## config.mk

```make
export PLATFORM = sky130hd
export DESIGN_NAME = acc_policy_reg
export DESIGN_NICKNAME = d
export VERILOG_FILES = /design/src/rtl/acc_pkg.sv /design/src/rtl/acc_bit_cell.sv /design/src/rtl/acc_rd_stage.sv /design/src/rtl/acc_policy_reg.sv
export SDC_FILE = /design/constraint.sdc
export NUM_CORES = 1
export LEC_CHECK = 0
export BUFFER_PORTS_ARGS = -buffer_cell sky130_fd_sc_hd__buf_2
export CELL_PAD_IN_SITES_DETAIL_PLACEMENT = 0
export CELL_PAD_IN_SITES_GLOBAL_PLACEMENT = 1
export CORE_ASPECT_RATIO = 0.6
export CORE_MARGIN = 2
export CORE_UTILIZATION = 32
export CTS_BUF_LIST = sky130_fd_sc_hd__clkbuf_4
export CTS_CLUSTER_SIZE = 24
export DETAILED_ROUTE_END_ITERATION = 16
export PLACE_DENSITY_LB_ADDON = 0.1
export RECOVER_POWER = 100
export SYNTH_ARGS = -nofsm -noshare
export SYNTH_HDL_FRONTEND = slang
export SYNTH_SLANG_ARGS = --single-unit
```

## constraint.sdc

```tcl
create_clock -name clk -period 1 [get_ports clk]
set_input_delay 0.15 -clock clk [delete_from_list [all_inputs] [get_ports clk]]
set_output_delay 0.15 -clock clk [all_outputs]
set_load 0.1 [all_outputs]
```

## src/rtl/acc_pkg.sv

```systemverilog
package acc_pkg;
  localparam int ACC_PW = 4;

  typedef enum logic [ACC_PW-1:0] {
    ACC_RW  = 4'd0,
    ACC_RO  = 4'd1,
    ACC_WO  = 4'd2,
    ACC_W1C = 4'd3,
    ACC_WAC = 4'd4,
    ACC_RC  = 4'd5,
    ACC_LH  = 4'd6,
    ACC_LL  = 4'd7,
    ACC_SC  = 4'd8,
    ACC_SS  = 4'd9,
    ACC_RSV = 4'd10
  } acc_pol_e;
endpackage

```

## src/rtl/acc_bit_cell.sv

```systemverilog
module acc_bit_cell
  import acc_pkg::*;
#(
  parameter logic [ACC_PW-1:0] POL   = ACC_RW,
  parameter logic              RST_V = 1'b0,
  parameter logic              KEEP  = 1'b0
) (
  input  logic clk,
  input  logic rst,
  input  logic sw_rst,
  input  logic wr,
  input  logic rd,
  input  logic wd,
  input  logic evt,
  output logic q
);
  localparam logic RV = (POL == ACC_RSV) ? 1'b0 : RST_V;

  logic nq;

  always_comb begin
    case (POL)
      ACC_RW, ACC_WO:  nq = wr ? wd : q;
      ACC_RO:          nq = evt;
      ACC_W1C:         nq = evt | (q & ~(wr & wd));
      ACC_WAC:         nq = evt | (q & ~wr);
      ACC_RC, ACC_LH:  nq = evt | (q & ~rd);
      ACC_LL:          nq = evt & (q | rd);
      ACC_SC:          nq = wr & wd;
      ACC_SS:          nq = ~(wr & ~wd);
      default:         nq = 1'b0;
    endcase
  end

  always_ff @(posedge clk) begin
    if (rst) begin
      q <= RV;
    end else if (sw_rst && !KEEP) begin
      q <= RV;
    end else begin
      q <= nq;
    end
  end
endmodule

```

## src/rtl/acc_rd_stage.sv

```systemverilog
module acc_rd_stage #(
  parameter int          W       = 16,
  parameter logic [W-1:0] RD_MASK = '1
) (
  input  logic         clk,
  input  logic         rst,
  input  logic         rd,
  input  logic [W-1:0] q,
  output logic [W-1:0] rdata
);
  always_ff @(posedge clk) begin
    if (rst) begin
      rdata <= '0;
    end else if (rd) begin
      rdata <= q & RD_MASK;
    end
  end
endmodule

```

## src/rtl/acc_policy_reg.sv

```systemverilog
module acc_policy_reg
  import acc_pkg::*;
#(
  parameter int                  W       = 16,
  parameter logic [ACC_PW*W-1:0] POLICY  = 64'hA103_0A98_7654_3210,
  parameter logic [W-1:0]        RST_VAL = 16'h0A80,
  parameter logic [W-1:0]        NASR    = 16'h1800
) (
  input  logic         clk,
  input  logic         rst,
  input  logic         sw_rst,
  input  logic         sel,
  input  logic         rd_stb,
  input  logic         wr_stb,
  input  logic [W-1:0] wdata,
  input  logic [W-1:0] hw_evt,
  output logic [W-1:0] rdata,
  output logic [W-1:0] cfg_q
);
  function automatic logic [W-1:0] read_mask();
    logic [W-1:0] m;
    for (int i = 0; i < W; i++) begin
      m[i] = !((POLICY[ACC_PW*i +: ACC_PW] == ACC_WO) ||
               (POLICY[ACC_PW*i +: ACC_PW] == ACC_RSV));
    end
    return m;
  endfunction

  localparam logic [W-1:0] RD_MASK = read_mask();

  logic         wr_hit;
  logic         rd_hit;
  logic [W-1:0] st;

  assign wr_hit = sel & wr_stb;
  assign rd_hit = sel & rd_stb;

  for (genvar i = 0; i < W; i++) begin : g_bit
    acc_bit_cell #(
      .POL   (POLICY[ACC_PW*i +: ACC_PW]),
      .RST_V (RST_VAL[i]),
      .KEEP  (NASR[i])
    ) u_cell (
      .clk    (clk),
      .rst    (rst),
      .sw_rst (sw_rst),
      .wr     (wr_hit),
      .rd     (rd_hit),
      .wd     (wdata[i]),
      .evt    (hw_evt[i]),
      .q      (st[i])
    );
  end

  acc_rd_stage #(
    .W       (W),
    .RD_MASK (RD_MASK)
  ) u_rd (
    .clk   (clk),
    .rst   (rst),
    .rd    (rd_hit),
    .q     (st),
    .rdata (rdata)
  );

  assign cfg_q = st;
endmodule

```

==> impl_metrics.json <==
{
  "yosysWarnings": 0,
  "reg2regPathDepth": 3,
  "cts.sinks": 27,
  "syn_inst": 129,
  "io_buffers": 48,
  "wl_mm": 2.60,
  "design.core.area_um2": 3660,
  "violations": "negative setup slack",
  "hold_path_end": "g_bit[1].u_cell.q",
  "post-route-util_pct": 54.4,
  "critPathRequiredTime_ns": 0.85,
  "setup.worst_path.start_class": "flip-flop",
  "synth_top_area_share_pct": 44.5,
  "grt_pass1_vias": 921,
  "routed-wl-met2_mm": 1.14,
  "fmax_mhz": 967,
  "r2r-end": "g_bit[13].u_cell.q",
  "htreeDepth": 1,
  "vias": 1000,
  "die_y_um": 51.7,
  "cts_buffers": 3,
  "rsz0062_at_grt": "yes",
  "dieArea_um2": 4320,
  "hold_path.class": "primary input to flip-flop",
  "leakage_nw": 0.825,
  "synth-seq-cells": 27,
  "io_pins": 70,
  "crit_family": "flip-flops",
  "yosys-top-cells-area": "dfxtp_1 45%, a21bo_2 13%, buf_4 12%",
  "die_x_um": 83.5,
  "synthToLayoutAreaGrowth_pct": 63.9,
  "grt.overflow.total": 0,
  "slowest_stage": "dfxtp_2",
  "grt_max_degree": 30,
  "crit_buf_inv": 1,
  "first_pass_iters": 3,
  "track_usage_pct": 12.4,
  "cpPeakStageDelay_ns": 0.39,
  "top_layer": "met4",
  "yosysTopAreaCell": "dfxtp_1",
  "cap_violations": 0,
  "r2r-start": "g_bit[13].u_cell.q",
  "cts_tree": "done",
  "m1WireLength_mm": 1.22,
  "status": "complete, but fails checks",
  "power.density_nw_per_um2": 1180,
  "yosysSeqAreaShare_pct": 44.5,
  "hold_viol": 0,
  "n_antenna_cell": 0,
  "path_class": "flip-flop to output port",
  "via_per_inst": 4.52,
  "grt_antenna_before_repair": 0,
  "cts_root_buf": "clkbuf_4",
  "wl_met3_um": 229,
  "drtIter0Drc": 41,
  "gp_congestion": 0.680,
  "clk_pin_slew_worst_paths_ns": 0.14,
  "clkLatencyLatePin_ns": 0.32,
  "fp-row-count": 17,
  "peakVddDrop_mv": 0.637,
  "detail-route-antenna-nets": 0,
  "fin_ws_ns": -0.0344,
  "pre_cts_slack_ns": 0.0234,
  "worstPathArrival_ns": 0.88,
  "slew_viol_final": 0,
  "holdWs_ns": 0.0207,
  "worstSetupEndpointType": "output port",
  "power.total_mw": 2.36,
  "path_cells": "buf_12",
  "drive_gt1_share_pct": 63.8,
  "finalSetupViolCount": 27,
  "cp_max_fo": 3,
  "grt_pass1_wl_mm": 4.27,
  "synth_area_um2": 1210,
  "nets": 213,
  "finalSetupTns_ns": -0.479,
  "hp-start": "hw_evt[1]",
  "skew_ns": 0.000732,
  "hpwl_mm": 1.94,
  "start_util_pct": 33.2,
  "ys_types": 24,
  "r2r_slack_ns": 0.13,
  "wire_per_inst_um": 11.8,
  "avgSynthCellArea_um2": 9.41,
  "fin_crit_ns": 1.03,
  "drc": 0,
  "period_share_pct": 103,
  "hold_depth": 2,
  "clock_path_buffers": 2
}
cells in the mapped netlist:
| cell | n |
|---|---|
| a211o_1 | 1 |
| and2_1 | 2 |
| or3_1 | 1 |
| nor3_1 | 2 |
| a21bo_2 | 16 |
| nand2b_1 | 1 |
| conb_1 | 1 |
| dfxtp_1 | 27 |
| nand2_1 | 1 |
| nand3_1 | 16 |
| o21ai_0 | 1 |
| inv_1 | 2 |
| a21oi_1 | 17 |
| buf_6 | 1 |
| a21boi_0 | 3 |
| nor2_1 | 2 |
| o21a_1 | 3 |
| or2_4 | 1 |
| and3_1 | 1 |
| buf_2 | 6 |
| buf_4 | 19 |
| o221a_2 | 1 |
| and4b_1 | 1 |
| clkbuf_1 | 3 |
flip-flops by register name, summed over array words and instances (netlist names):
| signal | cells |
|---|---|
| g_bit.u_cell.q | 14 |
| u_rd.rdata | 13 |
placed cells by master (no fill, tap or decap), drive strengths merged, types with 2 or more instances in the layout:
cell	count
clkbuf	8
nor2	2
a21bo	16
a21boi	3
nor3	2
buf	60
o21a	3
dlygate4sd3	2
nand3	16
dfxtp	27
inv	2
and2	2
a21oi	17
conb	5
power breakdown:
| group | internal (mW) | switching [mW] |
|---|---|---|
| Clock | 0.183 | 0.306 |
| Combinational | 0.263 | 0.472 |
| Sequential | 1.09 | 0.0371 |
layer usage:
layer / vias up / global-route usage [%]
li1: 510 / -
met1: 458 / 15.7
met2: 30 / 19.6
met3: 2 / 5.56
met4: 0 / 3.23
met5: - / 0
how the worst max path moves through the flow:
stage	startpoint	depth (start not counted)	end	slack, ns
2_1_floorplan	rst	3	g_bit[9].u_cell.q	0.04
3_3_place_gp	rst	5	g_bit[14].u_cell.q	0.03
3_5_place_dp	rst	5	g_bit[1].u_cell.q	0.02
4_1_cts	g_bit[0].u_cell.q	1	cfg_q[0]	-0.05
5_1_grt	g_bit[0].u_cell.q	1	cfg_q[0]	-0.08
6_report	g_bit[0].u_cell.q	1	cfg_q[0]	-0.03
through the flow:
| step | std cells | cell area [um^2] |
|---|---|---|
| after floorplan | 133 | 1280 |
| after global placement | 207 | 1870 |
| after detailed placement | 207 | 1870 |
| after CTS | 220 | 1990 |
| after global routing | 221 | 1990 |
| final | 221 | 1990 |
cell type report:
| cell class | instances | area, um^2 |
|---|---|---|
| well taps | 47 | 58.8 |
| repair buffers | 66 | 801 |
| fillers | 345 | 1670 |
| clock buffers | 4 | 30.0 |
| multi-input cells | 75 | 485 |
| inverters | 2 | 7.51 |
| flip-flops and latches | 27 | 607 |
kinds of logic (layout without fill, tap and decap cells):
group           count (synthesis)  after routing  synth area share [%]
other cells                     1              5                 0.309
compound gates                 42             42                  26.0
buf+inv                        31             72                  16.7
flops                          27             27                  44.5
simple gates                   28             28                  12.5
repair_timing:
item	4_1_cts	5_1_grt
resized for setup	14	0
endpoints found under the hold margin	1	1
cloned	0	0
buffers inserted	8	0
hold buffers	1	1
endpoints found under the setup margin	27	27
No activity file was read; power rests on OpenSTA's default activity.
